[config.mk]
export PLATFORM = sky130hd
export DESIGN_NAME = pfg_access_ctrl
export DESIGN_NICKNAME = d
export VERILOG_FILES = /design/src/rtl/pfg_pkg.sv /design/src/rtl/pfg_sync.sv /design/src/rtl/pfg_recover.sv /design/src/rtl/pfg_access.sv /design/src/rtl/pfg_access_ctrl.sv
export SDC_FILE = /design/constraint.sdc
export NUM_CORES = 1
export LEC_CHECK = 0
export CORE_ASPECT_RATIO = 0.5
export CORE_MARGIN = 5
export CORE_UTILIZATION = 46
export DETAILED_ROUTE_END_ITERATION = 10
export PLACE_DENSITY_LB_ADDON = 0.25
export SETUP_SLACK_MARGIN = 0.5
export SYNTH_ARGS = -nofsm -noshare
export SYNTH_HDL_FRONTEND = slang
export SYNTH_SLANG_ARGS = --single-unit
[constraint.sdc]
create_clock -name clk -period 2.15 [get_ports clk]
set_input_delay 0.215 -clock clk [delete_from_list [all_inputs] [get_ports clk]]
set_output_delay 0.215 -clock clk [all_outputs]
set_load 0.01 [all_outputs]
[src/rtl/pfg_pkg.sv]
package pfg_pkg;
  typedef enum logic [1:0] {
    MODE_DESEL = 2'd0,
    MODE_WRITE = 2'd1,
    MODE_READ  = 2'd2,
    MODE_NOOUT = 2'd3
  } acc_mode_t;
endpackage

[src/rtl/pfg_sync.sv]
// Two-stage register chain. Used both as a synchroniser for strobes and
// flags, and as a matching delay for address and data.
module pfg_sync #(
  parameter int W = 1,
  parameter logic RST_VAL = 1'b0
) (
  input  logic         clk,
  input  logic         rst,
  input  logic [W-1:0] d,
  output logic [W-1:0] q
);
  logic [W-1:0] stage1;

  for (genvar i = 0; i < W; i++) begin : g_bit
    always_ff @(posedge clk) begin
      if (rst) begin
        stage1[i] <= RST_VAL;
        q[i]      <= RST_VAL;
      end else begin
        stage1[i] <= d[i];
        q[i]      <= stage1[i];
      end
    end
  end
endmodule

[src/rtl/pfg_recover.sv]
// Holds the port deselected while the supply is failing, and then for
// `limit` further cycles after the (synchronised) flag clears.
module pfg_recover #(
  parameter int CW = 24
) (
  input  logic          clk,
  input  logic          rst,
  input  logic          fail_s,
  input  logic [CW-1:0] limit,
  output logic          ready
);
  logic [CW-1:0] cnt;

  always_ff @(posedge clk) begin
    if (rst || fail_s) begin
      cnt   <= '0;
      ready <= 1'b0;
    end else if (!ready) begin
      if (cnt >= limit) ready <= 1'b1;
      else              cnt   <= cnt + 1'b1;
    end
  end
endmodule

[src/rtl/pfg_access.sv]
// Mode decode, write-window tracking and command generation on
// synchronised strobes.
module pfg_access
  import pfg_pkg::*;
#(
  parameter int AW = 17,
  parameter int DW = 8
) (
  input  logic          clk,
  input  logic          rst,
  input  logic          ce_s,
  input  logic          oe_s,
  input  logic          we_s,
  input  logic          fail_s,
  input  logic          ready,
  input  logic [AW-1:0] addr_a,
  input  logic [DW-1:0] data_a,
  output logic          bus_drive,
  output logic          rd_en,
  output logic [AW-1:0] rd_addr,
  output logic          wr_en,
  output logic [AW-1:0] wr_addr,
  output logic [DW-1:0] wr_data,
  output acc_mode_t     mode
);
  logic ok, wr_win, rd_win, noout_win, pend;
  acc_mode_t mode_nx;

  assign ok        = ready & ~fail_s;
  assign wr_win    = ~ce_s & ~we_s;
  assign rd_win    = ~ce_s &  we_s & ~oe_s;
  assign noout_win = ~ce_s &  we_s &  oe_s;

  always_comb begin
    if (!ok)            mode_nx = MODE_DESEL;
    else if (wr_win)    mode_nx = MODE_WRITE;
    else if (rd_win)    mode_nx = MODE_READ;
    else if (noout_win) mode_nx = MODE_NOOUT;
    else                mode_nx = MODE_DESEL;
  end

  always_ff @(posedge clk) begin
    if (rst) begin
      bus_drive <= 1'b0;
      rd_en     <= 1'b0;
      rd_addr   <= '0;
      wr_en     <= 1'b0;
      wr_addr   <= '0;
      wr_data   <= '0;
      pend      <= 1'b0;
      mode      <= MODE_DESEL;
    end else begin
      mode      <= mode_nx;
      bus_drive <= ok & rd_win;
      rd_en     <= ok & rd_win;
      rd_addr   <= addr_a;
      wr_en     <= 1'b0;
      if (!ok) begin
        pend <= 1'b0;                 // abort any open window
      end else if (wr_win) begin
        pend    <= 1'b1;
        wr_addr <= addr_a;
        wr_data <= data_a;
      end else if (pend) begin
        pend  <= 1'b0;
        wr_en <= 1'b1;                // commit at the closing edge
      end
    end
  end
endmodule

[src/rtl/pfg_access_ctrl.sv]
module pfg_access_ctrl
  import pfg_pkg::*;
#(
  parameter int AW = 17,
  parameter int DW = 8,
  parameter int CW = 24
) (
  input  logic          clk,
  input  logic          rst,
  input  logic          ce_n,
  input  logic          oe_n,
  input  logic          we_n,
  input  logic [AW-1:0] bus_addr,
  input  logic [DW-1:0] bus_wdata,
  input  logic          supply_fail,
  input  logic          supply_low,
  input  logic [CW-1:0] rec_cycles,
  output logic          bus_drive,
  output logic          mem_rd_en,
  output logic [AW-1:0] mem_rd_addr,
  output logic          mem_wr_en,
  output logic [AW-1:0] mem_wr_addr,
  output logic [DW-1:0] mem_wr_data,
  output logic          bat_sel,
  output logic [1:0]    mode_o
);
  localparam int SW = 4;

  logic [SW-1:0] ctl_s;
  logic          low_s, ready;
  logic [AW-1:0] addr_a;
  logic [DW-1:0] data_a;
  acc_mode_t     mode;

  // strobes and fail flag reset to their inactive/safe level
  pfg_sync #(.W(SW), .RST_VAL(1'b1)) u_sync_ctl (
    .clk(clk), .rst(rst),
    .d({supply_fail, we_n, oe_n, ce_n}), .q(ctl_s));

  pfg_sync #(.W(1), .RST_VAL(1'b0)) u_sync_low (
    .clk(clk), .rst(rst), .d(supply_low), .q(low_s));

  pfg_sync #(.W(AW), .RST_VAL(1'b0)) u_dly_addr (
    .clk(clk), .rst(rst), .d(bus_addr), .q(addr_a));

  pfg_sync #(.W(DW), .RST_VAL(1'b0)) u_dly_data (
    .clk(clk), .rst(rst), .d(bus_wdata), .q(data_a));

  pfg_recover #(.CW(CW)) u_rec (
    .clk(clk), .rst(rst), .fail_s(ctl_s[3]), .limit(rec_cycles),
    .ready(ready));

  pfg_access #(.AW(AW), .DW(DW)) u_acc (
    .clk(clk), .rst(rst),
    .ce_s(ctl_s[0]), .oe_s(ctl_s[1]), .we_s(ctl_s[2]), .fail_s(ctl_s[3]),
    .ready(ready), .addr_a(addr_a), .data_a(data_a),
    .bus_drive(bus_drive), .rd_en(mem_rd_en), .rd_addr(mem_rd_addr),
    .wr_en(mem_wr_en), .wr_addr(mem_wr_addr), .wr_data(mem_wr_data),
    .mode(mode));

  always_ff @(posedge clk) begin
    if (rst) bat_sel <= 1'b0;
    else     bat_sel <= low_s;
  end

  assign mode_o = mode;
endmodule

==> results of run 1 <==
[through the flow]
step / utilization / power [W] / hold slack (ns)
after floorplan: - / 0.002702 / 0.3188
after global placement: 0.5853 / 0.002839 / 0.3927
after detailed placement: 0.5853 / 0.002847 / 0.3923
after CTS: 0.6638 / 0.005727 / 0.07712
after global routing: 0.6892 / 0.005890 / 0.07597
final: 0.6892 / 0.005685 / 0.09751
[report_power, final]
group / total (W) / switching, W / leakage (nW) / internal [W]
combinational: 0.000265 / 0.0000997 / 1.51 / 0.000165
clock: 0.00288 / 0.00113 / 0.283 / 0.00174
sequential: 0.00254 / 0.0000173 / 1.09 / 0.00253
total: 0.00569 / 0.00125 / 2.88 / 0.00443
[layer usage]
layer,routed length (microns),track usage,vias to the layer above
met5,0,0,-
met4,166,0.06269,0
met1,5198,0.2076,1891
met3,639,0.04609,19
met2,6119,0.2868,108
li1,-,-,2069
[cell families after synthesis]
family	share of synthesized area
AO/OA/AOI/OAI	0.1244
adder cells (fa/ha/maj)	0.06207
buffers and inverters	0.05139
flip-flops	0.5283
multiplexers	0.001986
AND/OR/NAND/NOR	0.2319
[Yosys cell counts, types with 11 or more instances]
master    number  area share
a21oi_1       48       0.048
nand2_1       39       0.029
nand3_1       12       0.012
o31ai_1       20       0.030
inv_1         31       0.023
o22a_1        11       0.019
nor2b_1       82        0.10
or4_1         20       0.030
dfxtp_1      133        0.53
clkbuf_1      21       0.016
ha_1          25       0.062
[how the worst max path moves through the flow]
stage | start | to | slack (ns)
2_1_floorplan | u_rec.cnt[0] | u_rec.cnt[2] | 0.01
3_3_place_gp | rec_cycles[23] | u_rec.cnt[12] | -0.43
3_5_place_dp | rec_cycles[1] | u_rec.cnt[7] | -0.48
4_1_cts | u_rec.cnt[0] | u_rec.cnt[20] | -0.15
5_1_grt | u_rec.cnt[5] | u_rec.cnt[20] | -0.35
6_report | u_rec.cnt[5] | u_rec.cnt[13] | -0.35
[area by class of cell]
type | instances | area (sq um)
Multi-Input combinational cell | 322 | 2360
Clock inverter | 14 | 162.7
Inverter | 31 | 118.9
Clock buffer | 18 | 429.2
Sequential cell | 133 | 2674
Fill cell | 796 | 3371
Tap cell | 145 | 181.4
Timing Repair Buffer | 149 | 1548
[state kept, by name, summed over array words and instances (netlist names), 2 cells and up]
signal / count
u_acc.rd_addr: 17
u_dly_data.q: 8
u_acc.wr_addr: 17
u_sync_ctl.q: 4
u_sync_ctl.stage1: 4
u_dly_addr.stage1: 17
u_acc.wr_data: 8
u_dly_addr.q: 17
u_rec.cnt: 24
u_acc.mode: 2
u_dly_data.stage1: 8
[what timing repair did]
item / in CTS / in global routing
cloned: 4 / 2
pin swaps: 4 / 10
hold buffers: 0 / 0
setup endpoints to repair: 25 / 25
gates resized for setup: 18 / 38
buffers inserted: 9 / 5
[placed cells by master, fill, tap and decap left out, drive strengths merged, types with 3 or more instances in the layout]
cell type,synthesis,layout
nor2b,82,82
dfxtp,133,133
ha,25,25
buf,9,45
or3,3,3
clkdlybuf4s50,0,102
o21ai,7,7
and2,3,3
and3,6,6
nand4,10,10
nand2,39,39
o31ai,21,21
or4,20,20
a21oi,49,49
clkinvlp,0,3
nand3,12,12
or2,10,10
clkbuf,21,20
and4,4,4
inv,31,39
o22a,11,11
nor2,6,6
==> summary.txt, run 1 <==
Clock tree
  – H-tree Lvls: 4
  – Clock sink count: 133
  – Clock Latency Late Sink: 0.41 ns
  – CTS buffer count: 17
  – Clk buf depth: 2
  – CTS tree: built
  – Worst-path clk slew: 0.06 ns
  – Clock tree root driver cell: clkbuf_16

STA
  – TNS Setup: -6.716 ns
  – Min Tclk post-route: 2.503 ns
  – Fmax: 399.5 MHz
  – Worst clock skew: 0.01535 ns
  – Final setup violation count: 24
  – Setup WS post-layout: -0.3530 ns
  – Relative slew slack: 0.6090
  – Max Slew Vio Count: 0
  – Slew @ Worst Pin: 0.5804 ns
  – RSZ-0062 raised after global routing: true
  – Final period util: 1.164
  – Final Hold Vio Count: 0

Routing
  – WL/cell: 14.93 microns
  – Starting DRC count in detailed routing: 194
  – Vias: 4,087
  – Drt pass-1 iters: 5
  – Vias per cell: 5.033
  – Routed WL: 12,120 microns
  – DRC errors left: 0
  – Number of routed nets with antenna violations: 0

Global routing
  – First-pass GRT wire length: 18,090 microns
  – Largest net degree at the start of global routing: 105
  – Gr ovfl total: 0
  – GRT Total Usage: 0.1699
  – Initial antenna violation count: 0
  – Vias in the first global route: 3,801

Worst hold path
  – Hold Crit Class: in2reg
  – Hold endpoint: u_sync_ctl.q[0]
  – Worst Hold Depth: 2
  – HP Start: rst

Die
  – Top Ports: 104
  – Die area: 13,280 sq um
  – Core area: 10,840 sq um
  – Initial Utilization: 0.4648
  – Chip width: 158.0 microns
  – Row count: 27
  – Die H: 84.02 microns

Yosys
  – Post-synth EDFFs: 0
  – Sequential-to-total area share from yosys stat: 0.5283
  – Syn Inst Count: 516
  – FF+latch count, synth: 133
  – Count of cell types in the netlist: 38
  – Ys flop type: dfxtp_1
  – Synthesized area per cell: 9.767 sq um
  – Asr flop ratio synth: 0
  – Post-Syn Nets: 597
  – Yosys warning count: 0
  – Cell area after synthesis: 5040 sq um

Placement
  – DP HPWL: 6871 microns
  – Cell Area, Placed: 6347 sq um
  – PortBufs: 103
  – GP Congestion: 0.7591
  – DP Worst Slack: -0.4756 ns
  – Inst Count DP: 760

Critical path
  – Most common cell on crit path: a21oi_1
  – Critical path class: reg2reg
  – Startpoint type of the worst setup path: register
  – Max stage delay on crit path: 0.44 ns
  – CP top delay family: compound AO/OA/AOI/OAI gates
  – R2R depth: 9
  – WP depth: 9
  – CP max stage cell: or4_1
  – Element type at the critical path end: register
  – FF-to-FF End: u_rec.cnt[13]
  – FF-to-FF Start: u_rec.cnt[5]
  – Max FO, Critical Path: 5
  – Crit-path cells: ha_1 > a21oi_1 > o21ai_0 > a21oi_4 > o31ai_4 > buf_6 > clkbuf_16 > or4_1 > a21oi_1
  – WP buf/inv: 2
  – WP data arrival: 2.83 ns
  – Worst Path Required: 2.48 ns
  – Register-to-register setup slack: -0.35 ns

Power and ir drop
  – Worst vdd ir: 0.6908 mV
  – Pleak: 2.882 nW
  – Power Density: 760.7 nW/um^2

Cells and area
  – Finished Layout Cells: 812
  – Finished Cell Area: 7473 sq um
  – Layout cell share with drive strength beyond 1: 0.1979
  – Diodes inserted: 0
  – Area grow syn2layout: 48.29%
  – Fin nets: 735

Status
  – Status: finished, violations left
  – Failing checks: setup timing

Job
  – Max cap viols: 0
No activity file was read; power rests on OpenSTA's default activity.
==> run 2, diff against run 1 <==
Settings changed: PLACE_DENSITY from default to 0.72, PLACE_DENSITY_LB_ADDON 0.25 to default.
==> run 2 against run 1 <==
Effect of this change:
- the run still ends with setup timing left
- combinational power is 4% lower
- critical path type unchanged
- flip-flop and latch count unchanged
- sequential share of layout area grew 0.91 points
- largest cell class unchanged
- cell area is 2.6% lower
- via count fell by 2.6%
- sequential power is essentially flat
- utilization is 1.8 points lower
- critical path depth increased by 1
- maximum frequency rose by 7.4%
- global-route usage fell by 0.28 points
- register-to-register slack better by 0.17 ns
- total power is 4.5% lower
==> summary.txt, run 2 (synthesis gave the netlist of run 1 again) <==
Die
  – Row count: 27 (unchanged)
  – Initial Utilization: 0.4648 (unchanged)
  – Top Ports: 104 (unchanged)
  – Die H: 84.02 microns (unchanged)
  – Chip width: 158.0 microns (unchanged)
  – Die area: 13,280 sq um (unchanged)
  – Core area: 10,840 sq um (unchanged)

Cells and area
  – Most frequent cells in the layout: dfxtp_1, clkdlybuf4s50_1, nor2b_1
  – Fin nets: 730 (-0.68%)
  – Finished Layout Cells: 807 (-0.62%)
  – Fin util: 0.6711 (-0.01811)
  – Fillers: 832 (+4.5%)
  – Diodes inserted: 0 (unchanged)
  – Biggest register: u_rec.cnt
  – Largest register FFs: 24 (unchanged)
  – Most common cell after layout, fill and taps aside: dfxtp_1
  – Area grow syn2layout: 44.39%
  – Register area: 2670 sq um (-0.14%)
  – Area occupied by multi-input gates: 2320 sq um (-1.7%)
  – Layout cell share with drive strength beyond 1: 0.1843 (-0.01361)

STA
  – Relative slew slack: 0.6701 (+0.06112)
  – Final setup violation count: 22 (-8.3%)
  – Final period util: 1.084 (-0.08061)
  – Setup WS post-layout: -0.1797 ns (+0.1733 ns)
  – Fmax: 429.2 MHz (+7.4%)
  – Min Tclk post-route: 2.330 ns (-0.1733 ns)
  – Worst hold slack: 0.2401 ns (+0.1426 ns)
  – Max Slew Vio Count: 0 (unchanged)
  – Worst clock skew: 0.01357 ns (-0.001782 ns)
  – Final Hold Vio Count: 0 (unchanged)
  – TNS Setup: -2.351 ns (+4.365 ns)
  – Slew @ Worst Pin: 0.4949 ns (-0.08554 ns)
  – RSZ-0062 raised after global routing: true

Power and ir drop
  – Int Pwr: 0.004197 W (-5.3%)
  – Net Sw Frac: 0.2267 (+0.006558)
  – Worst vdd ir: 0.5904 mV (-15%)
  – Pleak: 2.789 nW (-3.2%)
  – Comb pwr share: 0.047 (about the same)
  – Psw: 0.001230 W (-1.7%)
  – Power Density: 745.8 nW/um^2 (-2.0%)
  – Flop pwr share: 0.469 (+0.022)
  – Clock power share: 0.484 (-0.022)

Routing
  – Starting DRC count in detailed routing: 140 (-28%)
  – Drt pass-1 iters: 4 (-1)
  – Vias per cell: 4.932 (-2.0%)
  – Number of routed nets with antenna violations: 0 (unchanged)
  – Vias: 3,980 (-2.6%)
  – Routed WL: 10,620 microns (-12%)
  – WL/cell: 13.15 microns (-12%)
  – DRC errors left: 0 (unchanged)

Critical path
  – WP data arrival: 2.66 ns (-0.17 ns)
  – WP buf/inv: 3 (+1)
  – Element type at the critical path end: register
  – CP max stage cell: or4_1
  – Crit-path cells: inv_2 > ha_4 > nand2b_4 > a2111o_1 > a21oi_4 > o31ai_4 > buf_12 > buf_12 > or4_1 > a21oi_1
  – Max stage delay on crit path: 0.46 ns (+0.02 ns)
  – CP top delay family: compound AO/OA/AOI/OAI gates
  – Max FO, Critical Path: 7 (+2)
  – Critical path class: reg2reg
  – Worst Path Required: 2.48 ns (about the same)
  – Most common cell on crit path: buf_12
  – Startpoint type of the worst setup path: register

Placement
  – Inst Count DP: 763 (+0.39%)
  – DP HPWL: 6927 microns (+0.81%)
  – PortBufs: 103 (unchanged)
  – GP Congestion: 0.7815 (+3.0%)

Global routing
  – GRT Total Usage: 0.1672 (-0.002774)
  – Vias in the first global route: 3,914 (+3.0%)
  – Largest net degree at the start of global routing: 55 (-48%)
  – First-pass GRT wire length: 18,010 microns (-0.45%)
  – Gr ovfl total: 0 (unchanged)
  – Initial antenna violation count: 0 (unchanged)

Status
  – Status: finished, violations left
  – Failing checks: setup timing

Worst hold path
  – Hold Crit Class: in2reg

Clock tree
  – Clock tree root driver cell: clkbuf_16
  – Worst-path clk slew: 0.06 ns (about the same)
  – Hold-fix buffers at CTS: 0 (unchanged)
  – Clock Latency Late Sink: 0.40 ns (about the same)
  – Clock sink count: 133 (unchanged)
  – Clk buf depth: 2 (unchanged)
  – CTS tree: built
  – CTS buffer count: 17 (unchanged)
  – H-tree Lvls: 4 (unchanged)

Job
  – Max cap viols: 0 (unchanged)
==> run 2: changes by cell type in the layout (fill, tap and decap cells not counted), sizes merged <==
| cell | before | now |
|---|---|---|
| buf | 45 | 41 |
| bufinv | 2 | 0 |
| clkbuf | 20 | 19 |
| clkinv | 1 | 4 |
| clkinvlp | 3 | 4 |
| inv | 39 | 37 |
==> run 2: power groups by stage <==
stage	registers (W)	clock network, W	logic, W
5_1_grt	0.00255	0.00283	0.000281
3_5_place_dp	0.00260	0	0.000244
2_1_floorplan	0.00260	0	0.000103
4_1_cts	0.00254	0.00269	0.000257
3_3_place_gp	0.00260	0	0.000241
6_report	0.00254	0.00263	0.000254
==> run 2: through the flow <==
step                      cell area (sq um)  worst slack, ns  power, W
after floorplan                        5056          0.01046  0.002702
final                                  7277          -0.1797  0.005427
after global placement                 6382          -0.4588  0.002838
after CTS                              7182          -0.1880  0.005495
after global routing                   7277          -0.2541  0.005662
after detailed placement               6382          -0.5095  0.002843
==> run 2: timing repair <==
action / 4_1_cts / 5_1_grt
setup endpoints to repair: 40 / 42
pin swaps: 14 / 8
buffers inserted: 6 / 3
gates cloned: 2 / 1
hold endpoints to repair: 0 / 0
gates resized for setup: 28 / 11
==> run 2: path summary, 6_finish.rpt <==
| check | startpoint | to | slack, ns | cells after the start |
|---|---|---|---|---|
| worst max-delay path | u_rec.cnt[0] | u_rec.cnt[12] | -0.18 | 10 |
| worst min-delay path | rst | u_acc.mode[1] | 0.24 | 4 |
| worst max register to register | u_rec.cnt[0] | u_rec.cnt[12] | -0.18 | 10 |
| worst min register to register | u_sync_ctl.stage1[0] | u_sync_ctl.q[0] | 0.41 | 1 |
==> run 2: metal layers <==
layer / part of all wire / vias to the layer above / global-route usage
met3: 0.047 / 11 / 0.04920
li1: - / 2049 / -
met5: 0 / - / 0
met1: 0.43 / 1844 / 0.1972
met2: 0.51 / 76 / 0.2918
met4: 0.010 / 0 / 0.05341
==> run 2: cell type report <==
class / count / area share
clock buffer: 18 / 0.05898
clock inverter: 14 / 0.01668
inverter: 31 / 0.01599
multi-input combinational: 322 / 0.3188
sequential: 133 / 0.3669
tap: 145 / 0.02493
timing repair buffer: 144 / 0.1977
==> run 2: worst reg2reg max path, delay by kind of cell (launching register included) <==
kind	cells	cell delay [ns]
AO/OA/AOI/OAI	4	0.83
buffers and inverters	3	0.35
flip-flops	1	0.32
AND/OR/NAND/NOR	2	0.59
adder cells (fa/ha/maj)	1	0.19
